`src/rtl/pdm_pair_pkg.sv`:
```
package pdm_pair_pkg;
  localparam int unsigned HALF_W = 16;
  localparam int unsigned WORD_W = 2 * HALF_W;

  typedef logic [HALF_W-1:0] half_t;
  typedef logic [WORD_W-1:0] word_t;

  // right microphone in the upper half, left in the lower half
  function automatic word_t pack_pair(input half_t left_bits, input half_t right_bits);
    return {right_bits, left_bits};
  endfunction

  // shift a new bit in at the top so the first bit ends at position 0
  function automatic half_t push_bit(input half_t sr, input logic b);
    return {b, sr[HALF_W-1:1]};
  endfunction
endpackage

```
`src/rtl/pdm_clkgen.sv`:
```
module pdm_clkgen #(
  parameter int unsigned DIV_W = 8
) (
  input  logic             clk,
  input  logic             rst_n,
  input  logic             enable,
  input  logic [DIV_W-1:0] div_half,
  output logic             pdm_clk,
  output logic             rise_evt,
  output logic             fall_evt
);
  logic [DIV_W-1:0] cnt;
  logic [DIV_W-1:0] lim_m1;
  logic             wrap;

  assign lim_m1   = (div_half == '0) ? '0 : div_half - 1'b1;
  assign wrap     = enable && (cnt == lim_m1);
  assign rise_evt = wrap && !pdm_clk;
  assign fall_evt = wrap && pdm_clk;

  always_ff @(posedge clk or negedge rst_n) begin
    if (!rst_n) begin
      cnt     <= '0;
      pdm_clk <= 1'b0;
    end else if (!enable) begin
      cnt     <= '0;
      pdm_clk <= 1'b0;
    end else if (wrap) begin
      cnt     <= '0;
      pdm_clk <= ~pdm_clk;
    end else begin
      cnt     <= cnt + 1'b1;
    end
  end
endmodule

```
`src/rtl/pdm_pair_shifter.sv`:
```
module pdm_pair_shifter
  import pdm_pair_pkg::*;
(
  input  logic  clk,
  input  logic  rst_n,
  input  logic  enable,
  input  logic  pdm_dat,
  input  logic  rise_evt,
  input  logic  fall_evt,
  output logic  word_done,
  output word_t word_out
);
  localparam int unsigned CNT_W = $clog2(HALF_W);

  half_t            left_sr;
  half_t            right_sr;
  logic [CNT_W-1:0] pair_cnt;
  logic             last_pair;

  assign last_pair = fall_evt && (pair_cnt == CNT_W'(HALF_W - 1));

  always_ff @(posedge clk or negedge rst_n) begin
    if (!rst_n) begin
      left_sr   <= '0;
      right_sr  <= '0;
      pair_cnt  <= '0;
      word_done <= 1'b0;
      word_out  <= '0;
    end else begin
      word_done <= 1'b0;
      if (!enable) begin
        pair_cnt <= '0;
      end else begin
        if (rise_evt) left_sr <= push_bit(left_sr, pdm_dat);
        if (fall_evt) begin
          right_sr <= push_bit(right_sr, pdm_dat);
          pair_cnt <= last_pair ? '0 : pair_cnt + 1'b1;
        end
        if (last_pair) begin
          word_done <= 1'b1;
          word_out  <= pack_pair(left_sr, push_bit(right_sr, pdm_dat));
        end
      end
    end
  end
endmodule

```
`src/rtl/pdm_rx_hold.sv`:
```
module pdm_rx_hold
  import pdm_pair_pkg::*;
(
  input  logic  clk,
  input  logic  rst_n,
  input  logic  word_done,
  input  word_t word_in,
  input  logic  rx_ack,
  input  logic  ovr_clr,
  output word_t rx_word,
  output logic  rx_valid,
  output logic  rx_overrun
);
  logic collide;

  assign collide = word_done && rx_valid && !rx_ack;

  always_ff @(posedge clk or negedge rst_n) begin
    if (!rst_n) begin
      rx_word    <= '0;
      rx_valid   <= 1'b0;
      rx_overrun <= 1'b0;
    end else begin
      if (word_done) begin
        rx_word  <= word_in;
        rx_valid <= 1'b1;
      end else if (rx_ack) begin
        rx_valid <= 1'b0;
      end
      if (collide)      rx_overrun <= 1'b1;
      else if (ovr_clr) rx_overrun <= 1'b0;
    end
  end
endmodule

```
`src/rtl/pdm_pair_rx.sv`:
```
module pdm_pair_rx
  import pdm_pair_pkg::*;
#(
  parameter int unsigned DIV_W = 8
) (
  input  logic             clk,
  input  logic             rst_n,
  input  logic             enable,
  input  logic [DIV_W-1:0] div_half,
  output logic             pdm_clk,
  input  logic             pdm_dat,
  output logic [31:0]      rx_word,
  output logic             rx_valid,
  input  logic             rx_ack,
  output logic             rx_overrun,
  input  logic             ovr_clr
);
  logic  rise_evt;
  logic  fall_evt;
  logic  word_done;
  word_t word_bus;
  word_t hold_word;

  pdm_clkgen #(.DIV_W(DIV_W)) u_clkgen (
    .clk      (clk),
    .rst_n    (rst_n),
    .enable   (enable),
    .div_half (div_half),
    .pdm_clk  (pdm_clk),
    .rise_evt (rise_evt),
    .fall_evt (fall_evt)
  );

  pdm_pair_shifter u_shift (
    .clk       (clk),
    .rst_n     (rst_n),
    .enable    (enable),
    .pdm_dat   (pdm_dat),
    .rise_evt  (rise_evt),
    .fall_evt  (fall_evt),
    .word_done (word_done),
    .word_out  (word_bus)
  );

  pdm_rx_hold u_hold (
    .clk        (clk),
    .rst_n      (rst_n),
    .word_done  (word_done),
    .word_in    (word_bus),
    .rx_ack     (rx_ack),
    .ovr_clr    (ovr_clr),
    .rx_word    (hold_word),
    .rx_valid   (rx_valid),
    .rx_overrun (rx_overrun)
  );

  assign rx_word = hold_word;
endmodule

```
`config.mk`:
```
export PLATFORM = sky130hd
export DESIGN_NAME = pdm_pair_rx
export DESIGN_NICKNAME = d
export VERILOG_FILES = /design/src/rtl/pdm_pair_pkg.sv /design/src/rtl/pdm_clkgen.sv /design/src/rtl/pdm_pair_shifter.sv /design/src/rtl/pdm_rx_hold.sv /design/src/rtl/pdm_pair_rx.sv
export SDC_FILE = /design/constraint.sdc
export NUM_CORES = 1
export LEC_CHECK = 0
export ABC_AREA = 1
export BUFFER_PORTS_ARGS = -buffer_cell sky130_fd_sc_hd__buf_2
export CAP_MARGIN = 5
export CORE_ASPECT_RATIO = 0.7
export CORE_MARGIN = 1.5
export CORE_UTILIZATION = 45
export CTS_BUF_LIST = sky130_fd_sc_hd__clkbuf_8
export DETAILED_ROUTE_END_ITERATION = 16
export PLACE_DENSITY = 0.67
export SLEW_MARGIN = 25
export SYNTH_ARGS = -nofsm -noshare
export SYNTH_HDL_FRONTEND = slang
export SYNTH_SLANG_ARGS = --single-unit
```
`constraint.sdc`:
```
create_clock -name clk -period 4.75 [get_ports clk]
set_clock_uncertainty 0.2 [all_clocks]
set_input_delay 0.7125 -clock clk [delete_from_list [all_inputs] [get_ports clk]]
set_output_delay 0.7125 -clock clk [all_outputs]
set_load 0.02 [all_outputs]
```
---- Word-level counts from Yosys, hierarchy flattened ----
Cells that the tools add are included.
cells by class
  bitwise operators ....................... 1
  reductions and logical operators ........ 14
  mux-type cells .......................... 14
  $add $sub $neg .......................... 3
  eq/ne operators ......................... 4
operators by type and width
  kind                   number
  $mux W8                3
  $mux W4                3
  $add A8 B1 Y8 const B  1
  $eq A8 B8 Y1           1
  $logic_not A8 Y1       1
  $mux W1                8
  $sub A8 B1 Y8 const B  1
  $logic_and A1 B1 Y1    6
  $reduce_and A2 Y1      3
  $add A4 B1 Y4 const B  1
  $eq A4 B4 Y1 const B   1
  $ne A2 B1 Y1 const B   2
  $reduce_bool A2 Y1     2
  $logic_not A1 Y1       2
  $not A1 Y1             1
storage, ports and cells
  input port bits ......................... 14
  output and inout port bits .............. 35
  flip-flop bits (word level) ............. 112

---- Depth between registers and ports, before layout ----
  depth in word-level cells ............... 9
  gate-level depth with buffers ........... 17
  mapped depth without buffers ............ 16

---- Cells and area by module ----
From an unflattened synthesis, not the netlist that was laid out.
second synthesis, totals
  cells, all modules ...................... 564
  area total of the unflattened synthesis .. 5006.1 um2
by module, submodules not included
  module            area each (um2)  times used  cells each
  pdm_pair_shifter  2713.9           1           284
  pdm_rx_hold       1382.6           1           145
  pdm_clkgen        909.6            1           135

---- Worst setup path after synthesis ----
Ideal clock, no wire load.
  path type ............................... input-to-reg
  start point ............................. input div_half[0]
  end point ............................... register u_shift.word_out[10]
  buffers on the path ..................... 1
  setup time .............................. 117 ps
  stages .................................. 14
  path slack .............................. 2163 ps
  data arrival time ....................... 2270 ps
  data required time ...................... 4433 ps
  cells stage by stage .................... inv_1 > ha_1 > nand2_2 > nor2_4 > inv_2 > nand4_1 > nand3_1 > nor2_2 > nand3_4 > nor2_8 > nand2_4 > buf_6 > nand2_1 > nand2_1
between the ends
  longest elaborated chain between the ends .. 7
  elaborated cells between the ends (all ways) .. 8
  those cells by class .................... 1 x add/sub; 1 x eq/ne; 1 x mux; 5 x reduce/logical
ends and longest elaborated chain
  item                                                      line                    text
  start, declared                                           pdm_pair_rx.sv:9        input logic [DIV_W-1:0] div_half,
  $sub A8 B1 Y8 / $logic_not A8 Y1 (equally long branches)  pdm_clkgen.sv:16        assign lim_m1 = (div_half == '0) ? '0 : div_half - 1'b1;
  $mux W8 (*)                                               pdm_clkgen.sv:16
  $eq A8 B8 Y1 (*)                                          pdm_clkgen.sv:17        assign wrap = enable && (cnt == lim_m1);
  $logic_and A1 B1 Y1 (*)                                   pdm_clkgen.sv:17
  $logic_and A1 B1 Y1 (*)                                   pdm_clkgen.sv:19        assign fall_evt = wrap && pdm_clk;
  $logic_and A1 B1 Y1 (*)                                   pdm_pair_shifter.sv:20  assign last_pair = fall_evt && (pair_cnt == CNT_W'(HALF_W - 1));
  $reduce_and A2 Y1 (no source line) (*)                    --
  end signal, assigned                                      pdm_pair_shifter.sv:41  word_out <= pack_pair(left_sr, push_bit(right_sr, pdm_dat));
  end, declared                                             pdm_pair_shifter.sv:11  output word_t word_out
Mark *: on every way between the ends. The rest lies on a longest branch, timed or not.
A chain may end at the register's enable or synchronous reset.

---- Worst setup path after layout ----
  start point ............................. input div_half[0]
  end point ............................... register u_shift.word_out[17]
Same word-level chain as after synthesis.

==> results.json <==
{
  "setup_viol": 0,
  "p_int_mw": 1.165,
  "yosys_warnings": 0,
  "pwr-share-comb": 0.046,
  "final_cell_mix": "254 x nand2_1, 111 x dfrtp_1, 52 x inv_1",
  "ys_seq_area_frac": 0.5704,
  "path_class": "in -> reg",
  "syn_nets": 597,
  "rsz0062_at_grt": "no",
  "critPathMaxFanout": 43,
  "fillers": 977,
  "worstMarginPinSlew_ns": 0.7824,
  "final_util": 0.5155,
  "final_antenna_net_count": 0,
  "drive_gt1_frac": 0.1372,
  "final_cell_area_um2": 5379,
  "synth_area_um2": 4870,
  "core_area_um2": 10430,
  "synthCells": 580,
  "clkLatencyLatePin_ns": 0.37,
  "synth_top_family_by_area": "simple AND/OR/NAND/NOR gates",
  "cp-end-kind": "flip-flop",
  "clkPwrFrac": 0.336,
  "worstPathRequired_ns": 4.81,
  "status": "complete, no violations",
  "dr.pass1.iters": 4,
  "cts_tree": "built",
  "grt_max_degree": 90,
  "p_leak_nw": 3.018,
  "post_cts_buffers": 0,
  "synth_top_area_frac": 0.5704,
  "period_needed_ns": 3.002,
  "swShare": 0.2430,
  "powerDensity_nw_per_um2": 286.1,
  "grt_antenna_before_repair": 0,
  "setup_tns_ns": 0,
  "dieArea_um2": 11460,
  "start_util": 0.4667,
  "routedWlPerCell_um": 12.03,
  "drt_iter0_drc": 183,
  "finalCritPeriodShare": 0.6319,
  "die_h_um": 90.04,
  "place_area_um2": 5196,
  "grt_pass1_wl_mm": 16.37,
  "clk_root_buffer_cell": "clkbuf_8",
  "cts_resized": 0,
  "wl_mm": 9.134,
  "hp-class": "in -> async",
  "dieWidth_um": 127.3,
  "area_growth_pct": 10.46,
  "htreeDepth": 3,
  "grt_usage": 0.1760,
  "ys_types": 30,
  "routabilityCongestion": 0.9046,
  "grt_pass1_vias": 3584,
  "drc": 0,
  "slew_violations": 0,
  "grt-ovfl-total": 0,
  "io_buffers": 48,
  "synth_adder_area_share": 0.007708,
  "yosys.area.top_type": "dfrtp_1",
  "avgSynthCellArea_um2": 8.396,
  "crit_arrival_ns": 3.06,
  "layout.nets": 639,
  "synthXorXnorAreaFrac": 0.005396,
  "vias_per_cell": 4.821,
  "async_flop_share": 1.000,
  "max_freq_mhz": 333.1,
  "diodes": 0,
  "drv_cap": 0,
  "cts-buffers-inserted": 9,
  "synth.area.top_cells": "dfrtp_1 57%, nand2_1 20%, nand3_1 4.8%",
  "num_io_pins": 49,
  "synth-edff-count": 0,
  "ir_worst_vdd_v": 0.0001205,
  "ctsHoldBuffers": 0,
  "dp_hpwl_mm": 6.410,
  "synth_flop_cell": "dfrtp_1",
  "ys_ff_latch": 111,
  "synthSimpleGateAreaFrac": 0.3078,
  "hold_ws_ns": 0.1909,
  "cts.clk_slew.worst_paths_ns": 0.10,
  "row_count": 31,
  "clk_path_buf_depth": 2,
  "synthMuxAreaShare": 0,
  "relSlewSlack": 0.4784,
  "hold_viol": 0,
  "cts_sinks": 111,
  "finalPower_mw": 1.539,
  "seqPwrFrac": 0.618,
  "synth_compound_area_frac": 0.04342,
  "num_vias": 3659,
  "switchingPower_mw": 0.3740,
  "worstSetupStartpointType": "input port",
  "final_common_cell": "nand2_1"
}
power groups by stage:
stage                     combinational, mW  clock (mW)  sequential [mW]
after floorplan                      0.0369           0            0.969
after global placement               0.0706           0            0.970
after detailed placement             0.0724           0            0.970
after CTS                            0.0726       0.539            0.951
after global routing                 0.0834       0.574            0.952
final                                0.0711       0.517            0.951
synth_stat cells (2+ instances only):
library cell  number
dfrtp_1          111
inv_1             52
nand3_1           47
buf_4              3
buf_2              5
nand3_4            3
o21ai_0           13
nor3_1             4
nor3b_1            2
xor2_1             3
nor2_2             5
nor2_4             3
nand2_1          254
o21ai_1           24
buf_6              2
a21oi_1            2
clkbuf_1          10
inv_2              3
nand4_1            5
ha_1               3
nor2_1            17
critical path, stage by stage:
cell     delay [ns]
buf_2          0.12
inv_1          0.12
ha_1           0.28
nand2_2        0.12
nor2_4         0.16
inv_2          0.10
nand4_1        0.10
nand3_1        0.10
nor2_2         0.16
nand3_4        0.14
nor2_8         0.44
nand2_4        0.29
nand2_1        0.14
nand2_1        0.06
layer usage:
layer / vias to the layer above / GRT usage / share of wire
met4: 0 / 0.05303 / 0.016
met2: 63 / 0.2734 / 0.45
met1: 1692 / 0.2450 / 0.51
li1: 1892 / - / -
met3: 12 / 0.04286 / 0.031
met5: - / 0 / 0
worst paths after layout:
kind                            depth (start not counted)  slack (ns)              endpoint               start
worst max-delay path                                   14        1.75  u_shift.word_out[17]         div_half[0]
worst max register to register                         10        2.42  u_shift.word_out[17]     u_clkgen.cnt[0]
worst min register to register                          2        0.27    u_hold.rx_word[20]  u_hold.rx_word[20]
worst min-delay path                                    1        0.19    u_hold.rx_word[25]               rst_n
min in group clk                                        2        0.27    u_hold.rx_word[20]  u_hold.rx_word[20]
max in group asynchronous                               2        3.37   u_shift.right_sr[8]               rst_n
cell type report:
type	instances	area (um2)	area share
Timing Repair Buffer	51	269.0	0.05001
Sequential cell	111	2778	0.5164
Tap cell	132	165.2	0.03070
Inverter	56	210.2	0.03908
Multi-Input combinational cell	393	1774	0.3298
Clock inverter	7	58.81	0.01093
Clock buffer	9	123.9	0.02303
registers in the layout, summed over array words and instances (netlist names):
| name | count |
|---|---|
| u_clkgen.cnt | 8 |
| u_shift.right_sr | 15 |
| u_shift.word_done | 1 |
| u_hold.rx_word | 32 |
| u_shift.pair_cnt | 4 |
| u_hold.rx_overrun | 1 |
| u_shift.word_out | 32 |
| u_shift.left_sr | 16 |
| u_clkgen.pdm_clk | 1 |
| u_hold.rx_valid | 1 |
logic make-up after synthesis:
kind of cell             Yosys count
adder cells (fa/ha/maj)            3
flip-flops                       111
XOR/XNOR                           3
AO/OA/AOI/OAI                     41
AND/OR/NAND/NOR                  346
buffers and inverters             76
through the flow:
step | setup WS, ns | cells
finish | 1.748 | 759
global route | 1.443 | 759
CTS | 1.765 | 759
detailed placement | 1.372 | 743
global placement | 1.457 | 743
floorplan | 2.163 | 580
(Power assumes the default switching activity.)
